## config.mk

```make
export PLATFORM = sky130hd
export DESIGN_NAME = mem_pwr_sequencer
export DESIGN_NICKNAME = d
export VERILOG_FILES = /design/src/rtl/pmc_pkg.sv /design/src/rtl/pmc_timer.sv /design/src/rtl/pmc_cmd_latch.sv /design/src/rtl/pmc_fsm.sv /design/src/rtl/pmc_guard.sv /design/src/rtl/mem_pwr_sequencer.sv
export SDC_FILE = /design/constraint.sdc
export NUM_CORES = 1
export LEC_CHECK = 0
export ABC_AREA = 1
export BUFFER_PORTS_ARGS = -buffer_cell sky130_fd_sc_hd__buf_2
export CORE_UTILIZATION = 45
export CTS_CLUSTER_DIAMETER = 150
export DETAILED_ROUTE_END_ITERATION = 8
export GPL_TIMING_DRIVEN = 0
export SLEW_MARGIN = 20
export SYNTH_ARGS = -nofsm -noshare
export SYNTH_HDL_FRONTEND = slang
export SYNTH_SLANG_ARGS = --single-unit
```

## constraint.sdc

```tcl
create_clock -name clk_i -period 1.73 [get_ports clk_i]
set_input_delay 0.0865 -clock clk_i [delete_from_list [all_inputs] [get_ports clk_i]]
set_output_delay 0.0865 -clock clk_i [all_outputs]
set_load 0.005 [all_outputs]
```

## src/rtl/pmc_pkg.sv

```systemverilog
package pmc_pkg;

  typedef enum logic [2:0] {
    PS_POWERUP     = 3'd0,
    PS_STANDBY     = 3'd1,
    PS_SLEEP_ENTER = 3'd2,
    PS_SLEEP       = 3'd3,
    PS_WAKING      = 3'd4
  } pstate_t;

  // ceil(ns * khz / 1e6), never below one cycle
  function automatic int unsigned ns_to_cycles(input int unsigned ns,
                                               input int unsigned khz);
    longint unsigned prod;
    longint unsigned cyc;
    prod = 64'(ns) * 64'(khz);
    cyc  = (prod + 64'd999_999) / 64'd1_000_000;
    if (cyc == 64'd0) cyc = 64'd1;
    return 32'(cyc);
  endfunction

  function automatic int unsigned max3(input int unsigned a,
                                       input int unsigned b,
                                       input int unsigned c);
    int unsigned m;
    m = (a > b) ? a : b;
    return (m > c) ? m : c;
  endfunction

  function automatic logic is_lockout(input pstate_t s);
    return (s == PS_POWERUP) || (s == PS_WAKING);
  endfunction

endpackage

```

## src/rtl/pmc_timer.sv

```systemverilog
module pmc_timer #(
  parameter int unsigned CW      = 8,
  parameter int unsigned RST_VAL = 1
) (
  input  logic          clk_i,
  input  logic          rst_ni,
  input  logic          load_i,
  input  logic [CW-1:0] load_val_i,
  output logic          expired_o
);

  logic [CW-1:0] cnt_q;

  always_ff @(posedge clk_i or negedge rst_ni) begin
    if (!rst_ni)              cnt_q <= CW'(RST_VAL);
    else if (load_i)          cnt_q <= load_val_i;
    else if (cnt_q != '0)     cnt_q <= cnt_q - 1'b1;
  end

  assign expired_o = (cnt_q == '0);

  // the counter walks down by exactly one each idle cycle
  a_r2_count_step: assert property (@(posedge clk_i) disable iff (!rst_ni)
    (!load_i && cnt_q != '0) |=> (cnt_q == $past(cnt_q) - 1'b1));

  a_r5_load_taken: assert property (@(posedge clk_i) disable iff (!rst_ni)
    load_i |=> (cnt_q == $past(load_val_i)));

endmodule

```

## src/rtl/pmc_cmd_latch.sv

```systemverilog
module pmc_cmd_latch (
  input  logic clk_i,
  input  logic rst_ni,
  input  logic cs_ni,
  input  logic sleep_stb_i,
  input  logic wake_stb_i,
  input  logic capture_en_i,
  output logic do_sleep_o,
  output logic do_wake_o
);

  logic cs_q;
  logic pend_sleep_q, pend_wake_q;
  logic cs_rise;
  logic sleep_seen, wake_seen;

  always_ff @(posedge clk_i or negedge rst_ni) begin
    if (!rst_ni) cs_q <= 1'b1;
    else         cs_q <= cs_ni;
  end

  assign cs_rise    = cs_ni && !cs_q;
  assign sleep_seen = pend_sleep_q || (sleep_stb_i && capture_en_i);
  assign wake_seen  = pend_wake_q  || (wake_stb_i  && capture_en_i);

  always_ff @(posedge clk_i or negedge rst_ni) begin
    if (!rst_ni) begin
      pend_sleep_q <= 1'b0;
      pend_wake_q  <= 1'b0;
    end else if (!capture_en_i || cs_rise) begin
      pend_sleep_q <= 1'b0;
      pend_wake_q  <= 1'b0;
    end else begin
      pend_sleep_q <= sleep_seen;
      pend_wake_q  <= wake_seen;
    end
  end

  assign do_sleep_o = cs_rise && sleep_seen;
  assign do_wake_o  = cs_rise && wake_seen;

  // a command acts only at a sampled CS low-to-high change
  a_r4_act_on_rise: assert property (@(posedge clk_i) disable iff (!rst_ni)
    (do_sleep_o || do_wake_o) |-> (cs_ni && !$past(cs_ni)));

endmodule

```

## src/rtl/pmc_fsm.sv

```systemverilog
module pmc_fsm
  import pmc_pkg::*;
(
  input  logic    clk_i,
  input  logic    rst_ni,
  input  logic    expired_i,
  input  logic    do_sleep_i,
  input  logic    do_wake_i,
  output pstate_t state_o,
  output logic    load_entry_o,
  output logic    load_wake_o
);

  pstate_t state_q, state_d;

  always_comb begin
    state_d      = state_q;
    load_entry_o = 1'b0;
    load_wake_o  = 1'b0;
    unique case (state_q)
      PS_POWERUP:     if (expired_i) state_d = PS_STANDBY;
      PS_STANDBY:     if (do_sleep_i) begin
                        state_d      = PS_SLEEP_ENTER;
                        load_entry_o = 1'b1;
                      end
      PS_SLEEP_ENTER: if (expired_i) state_d = PS_SLEEP;
      PS_SLEEP:       if (do_wake_i) begin
                        state_d     = PS_WAKING;
                        load_wake_o = 1'b1;
                      end
      PS_WAKING:      if (expired_i) state_d = PS_STANDBY;
      default:        state_d = PS_POWERUP;
    endcase
  end

  always_ff @(posedge clk_i or negedge rst_ni) begin
    if (!rst_ni) state_q <= PS_POWERUP;
    else         state_q <= state_d;
  end

  assign state_o = state_q;

  // the entry window is only ever entered from standby
  a_r3_entry_from_standby: assert property (@(posedge clk_i) disable iff (!rst_ni)
    (state_q == PS_SLEEP_ENTER && $past(state_q) != PS_SLEEP_ENTER)
      |-> ($past(state_q) == PS_STANDBY));

  // sleep persists until a wake arrives
  a_r6_sleep_holds: assert property (@(posedge clk_i) disable iff (!rst_ni)
    (state_q == PS_SLEEP && !do_wake_i) |=> (state_q == PS_SLEEP));

  // standby is reached only after a timer ran out
  a_r2_standby_after_timer: assert property (@(posedge clk_i) disable iff (!rst_ni)
    (state_q == PS_STANDBY && $past(state_q) != PS_STANDBY) |-> $past(expired_i));

  a_r5_single_load: assert property (@(posedge clk_i) disable iff (!rst_ni)
    $onehot0({load_entry_o, load_wake_o}));

endmodule

```

## src/rtl/pmc_guard.sv

```systemverilog
module pmc_guard (
  input  logic clk_i,
  input  logic rst_ni,
  input  logic locked_i,
  input  logic cs_ni,
  output logic viol_o
);

  logic viol_q;

  always_ff @(posedge clk_i or negedge rst_ni) begin
    if (!rst_ni) viol_q <= 1'b0;
    else         viol_q <= locked_i && !cs_ni;
  end

  assign viol_o = viol_q;

  // the flag points back at a lockout cycle with CS low
  a_r9_viol_cause: assert property (@(posedge clk_i) disable iff (!rst_ni)
    viol_q |-> ($past(locked_i) && !$past(cs_ni)));

  a_r10_quiet_when_open: assert property (@(posedge clk_i) disable iff (!rst_ni)
    !$past(locked_i) |-> !viol_q);

endmodule

```

## src/rtl/mem_pwr_sequencer.sv

```systemverilog
module mem_pwr_sequencer
  import pmc_pkg::*;
#(
  parameter int unsigned CLK_KHZ   = 50_000,
  parameter int unsigned PU_NS     = 400_000,
  parameter int unsigned ENTER_NS  = 3_000,
  parameter int unsigned RESUME_NS = 400_000
) (
  input  logic clk_i,
  input  logic rst_ni,
  input  logic cs_ni,
  input  logic sleep_stb_i,
  input  logic wake_stb_i,
  output logic ready_o,
  output logic reg_en_o,
  output logic lock_viol_o
);

  localparam int unsigned PU_CYC     = ns_to_cycles(PU_NS, CLK_KHZ);
  localparam int unsigned ENTER_CYC  = ns_to_cycles(ENTER_NS, CLK_KHZ);
  localparam int unsigned RESUME_CYC = ns_to_cycles(RESUME_NS, CLK_KHZ);
  localparam int unsigned MAX_CYC    = max3(PU_CYC, ENTER_CYC, RESUME_CYC);
  localparam int unsigned CW         = $clog2(MAX_CYC + 1);

  pstate_t       state;
  logic          expired;
  logic          load_entry, load_wake, load_any;
  logic [CW-1:0] load_val;
  logic          do_sleep, do_wake;
  logic          locked, capture_en;

  assign locked     = is_lockout(state);
  assign capture_en = !locked;

  pmc_cmd_latch u_cmd (
    .clk_i        (clk_i),
    .rst_ni       (rst_ni),
    .cs_ni        (cs_ni),
    .sleep_stb_i  (sleep_stb_i),
    .wake_stb_i   (wake_stb_i),
    .capture_en_i (capture_en),
    .do_sleep_o   (do_sleep),
    .do_wake_o    (do_wake)
  );

  pmc_fsm u_fsm (
    .clk_i        (clk_i),
    .rst_ni       (rst_ni),
    .expired_i    (expired),
    .do_sleep_i   (do_sleep),
    .do_wake_i    (do_wake),
    .state_o      (state),
    .load_entry_o (load_entry),
    .load_wake_o  (load_wake)
  );

  assign load_any = load_entry || load_wake;
  assign load_val = load_entry ? CW'(ENTER_CYC - 1) : CW'(RESUME_CYC - 1);

  pmc_timer #(
    .CW      (CW),
    .RST_VAL (PU_CYC - 1)
  ) u_tmr (
    .clk_i      (clk_i),
    .rst_ni     (rst_ni),
    .load_i     (load_any),
    .load_val_i (load_val),
    .expired_o  (expired)
  );

  pmc_guard u_grd (
    .clk_i    (clk_i),
    .rst_ni   (rst_ni),
    .locked_i (locked),
    .cs_ni    (cs_ni),
    .viol_o   (lock_viol_o)
  );

  assign ready_o  = (state == PS_STANDBY);
  assign reg_en_o = !((state == PS_SLEEP_ENTER) || (state == PS_SLEEP));

  // regulators off implies not ready
  a_r3_off_not_ready: assert property (@(posedge clk_i) disable iff (!rst_ni)
    !reg_en_o |-> !ready_o);

  // ready never rises straight out of a regulator-off state
  a_r7_ready_after_lock: assert property (@(posedge clk_i) disable iff (!rst_ni)
    $rose(ready_o) |-> $past(locked));

  // a lone wake in standby keeps the block ready
  a_r8_wake_in_standby: assert property (@(posedge clk_i) disable iff (!rst_ni)
    (ready_o && do_wake && !do_sleep) |=> ready_o);

endmodule

```

==> impl_metrics.csv <==
group,metric,value,unit
logic_synthesis,yosysMostFrequentCell,"nand2_1",
floorplanning,io_pins,8,
detailed_routing,finalWirelength,2.474,mm
detailed_routing,vias,1071,
pwr,power,0.002252,W
logic_synthesis,synth-edff-count,0,
placed_design,port_buffers,7,
pwr,ir_worst_vdd,0.9784,mV
cts,cts-root-buf,"clkbuf_4",
logic_synthesis,synth_top_area_share,0.2303,
finish,nFillCells,259,
logic_synthesis,mappedNetlistArea,1304,sq um
flow_run,maxCapViolCount,0,
min_path,hold_class,"in2reg",
logic_synthesis,syn-instance-count,169,
logic_synthesis,synthFlopType,"dfrtp_1",
pwr,p_per_area,1550,nW/um^2
finish,drive_gt1_frac,0.2404,
setup_path,arrival,1.85,ns
finish,layout.nets,190,
detailed_routing,route.detailed.drc,0,
cts,h-tree-depth,1,
timing,final.period_utilization,0.9554,
logic_synthesis,syn_avg_cell_area,7.714,sq um
cts,numCtsBuffers,3,
logic_synthesis,ys_seq_area_frac,0.4319,
logic_synthesis,ys_types,25,
global_routing,grt_usage,0.1801,
logic_synthesis,synth_fp_nets,175,
setup_path,crit_type,"reg2reg",
global_routing,grt_first_pass_wirelength,4.305,mm
global_routing,grt_pass1_vias,961,
logic_synthesis,synthArstFlopShare,1.000,
logic_synthesis,synthTopCellsByCount,"nand2_1, nor2_1, inv_1",
timing,min_period,1.653,ns
timing,hold_viol_final,0,
timing,worst_pin_slew,0.4727,ns
logic_synthesis,yosys-top-cells-area,"dfrtp_1, dfstp_2, nand2_1",
logic_synthesis,synth_warnings,0,
finish,syn2layout_area_growth,11.42,%
cts,cts_sinks,22,
detailed_routing,postRouteAntennaNets,0,
logic_synthesis,synth-seq-cells,22,
finish,final_util,0.5268,
placed_design,dp_hpwl,1.868,mm
detailed_routing,drtPass1Iterations,4,
timing,setup_violations,0,
timing,fin_worst_skew,0.004746,ns
detailed_routing,routed.top_layer,"met4",
placed_design,place.gp.congestion,0.8733,
cts,clkLatencyLatePin,0.30,ns
global_routing,overflow,0,
timing,maxSlewHeadroom,0.6849,
timing,maxSlewViolCount,0,
setup_path,worstPathMaxFanout,5,
setup_path,startpoint_type,"register",
timing,worst_slack,0.07720,ns
floorplanning,die_w,55.83,microns
timing,rsz0062_at_grt,"true",
pwr,p_leak,0.6924,nW
floorplanning,core_area,2758,sq um
cts,clkTransAtPathRegs,0.12,ns
setup_path,critical_path_required,1.93,ns
logic_synthesis,synth_top_area_cell,"dfrtp_1",
detailed_routing,wl_met1,1.290,mm
detailed_routing,vias_per_cell,5.005,
detailed_routing,first_iter_violations,31,
floorplanning,num_rows,19,
finish,antenna_cells,0,
cts,tritoncts,"yes",
timing,fmax,605.0,MHz
detailed_routing,wire_per_inst,11.56,microns
floorplanning,die_h,55.83,microns
placed_design,dp_slack,0.01588,ns
setup_path,end_kind,"register",
cts,cts_buffer_depth,2,
global_routing,antenna_found_initial,0,
outcome,status,"completed",
global_routing,grt_max_degree,23,
detailed_routing,route.met2.wl,1.108,mm
floorplanning,initial_core_util,0.4728,
floorplanning,die_area,3116,sq um
detailed_routing,routed-wl-met3,57,microns
-- layout make-up --
cell class / count / area, sq um / share of cell area
tap: 31 / 38.79 / 0.02670
multi-input combinational: 121 / 658.1 / 0.4531
timing repair buffer: 9 / 55.05 / 0.03790
clock buffer: 4 / 36.28 / 0.02498
sequential: 22 / 563.0 / 0.3876
inverter: 27 / 101.3 / 0.06977
-- cells by family (layout without fill, tap and decap cells) --
family                   after synthesis  count (layout)  synth area share
flip-flops                            22              22            0.4319
adder cells (fa/ha/maj)                1               1          0.009595
AO/OA/AOI/OAI                         16              16           0.06718
AND/OR/NAND/NOR                       96              97            0.3666
buffers and inverters                 27              40           0.07774
XOR/XNOR                               7               7           0.04703
-- worst paths after layout --
kind	startpoint	endpoint	slack, ns	cells past startpoint
min	sleep_stb_i	u_cmd.pend_sleep_q	0.14	5
min in group asynchronous	rst_ni	u_tmr.cnt_q[7]	0.26	2
max in group asynchronous	rst_ni	u_tmr.cnt_q[3]	1.12	2
min reg2reg	u_tmr.cnt_q[0]	u_tmr.cnt_q[0]	0.48	2
max	u_tmr.cnt_q[0]	u_fsm.state_o[2]	0.08	9
max reg2reg	u_tmr.cnt_q[0]	u_fsm.state_o[2]	0.08	9
-- worst max-delay path, stage by stage, from the launching register on --
cell,delay (ns)
dfstp_2,0.40
inv_1,0.17
ha_2,0.24
nand2_2,0.09
nor2_2,0.17
nand3_1,0.15
nand2_1,0.13
nand3_1,0.08
nand2_1,0.06
nand2_1,0.05
-- state kept, by name (all words and copies together), names as in the netlist --
signal,count
u_tmr.cnt_q,15
u_fsm.state_o,3
u_cmd.cs_q,1
u_cmd.pend_sleep_q,1
u_cmd.pend_wake_q,1
u_grd.viol_o,1
-- cell usage in the layout (no fill, tap or decap), types with 2 or more instances in the layout --
cell,n
a21oi_1,7
buf_2,7
clkbuf_4,3
dfrtp_1,12
dfstp_2,10
dlygate4sd3_1,2
inv_1,23
inv_2,4
nand2_1,41
nand2_2,5
nand2_4,2
nand3_1,8
nand3_4,2
nor2_1,25
nor2_2,4
nor2_4,2
nor3_1,4
o21ai_0,6
xnor2_1,5
xor2_1,2
-- layer usage --
metal | up-vias | global-route usage
met5 | - | 0
met4 | 0 | 0.08362
met3 | 2 | 0.02093
met2 | 13 | 0.2633
met1 | 499 | 0.2674
li1 | 557 | -
-- stage by stage --
stage	setup TNS [ns]	hold slack, ns	cell area (sq um)	instances
2_1_floorplan	0	-0.2091	1304	169
3_5_place_dp	0	0.07186	1378	207
6_report	0	0.1419	1453	214
4_1_cts	0	0.1276	1436	213
3_3_place_gp	0	0.07135	1378	207
5_1_grt	-0.02586	0.1640	1453	214
-- power breakdown --
part / total [W] / switching (W) / internal, W
clock network: 0.000282 / 0.000154 / 0.000128
logic: 0.000961 / 0.000578 / 0.000383
registers: 0.00101 / 0.000202 / 0.000807
-- repair_timing --
action / in CTS / in global routing
pin swaps: 1 / 1
cloned: 0 / 1
buffers inserted: 0 / 0
endpoints found under the hold margin: 14 / 0
hold buffers: 2 / 0
resized for setup: 2 / 4
setup endpoints to repair: 2 / 16
(Power assumes the default switching activity.)
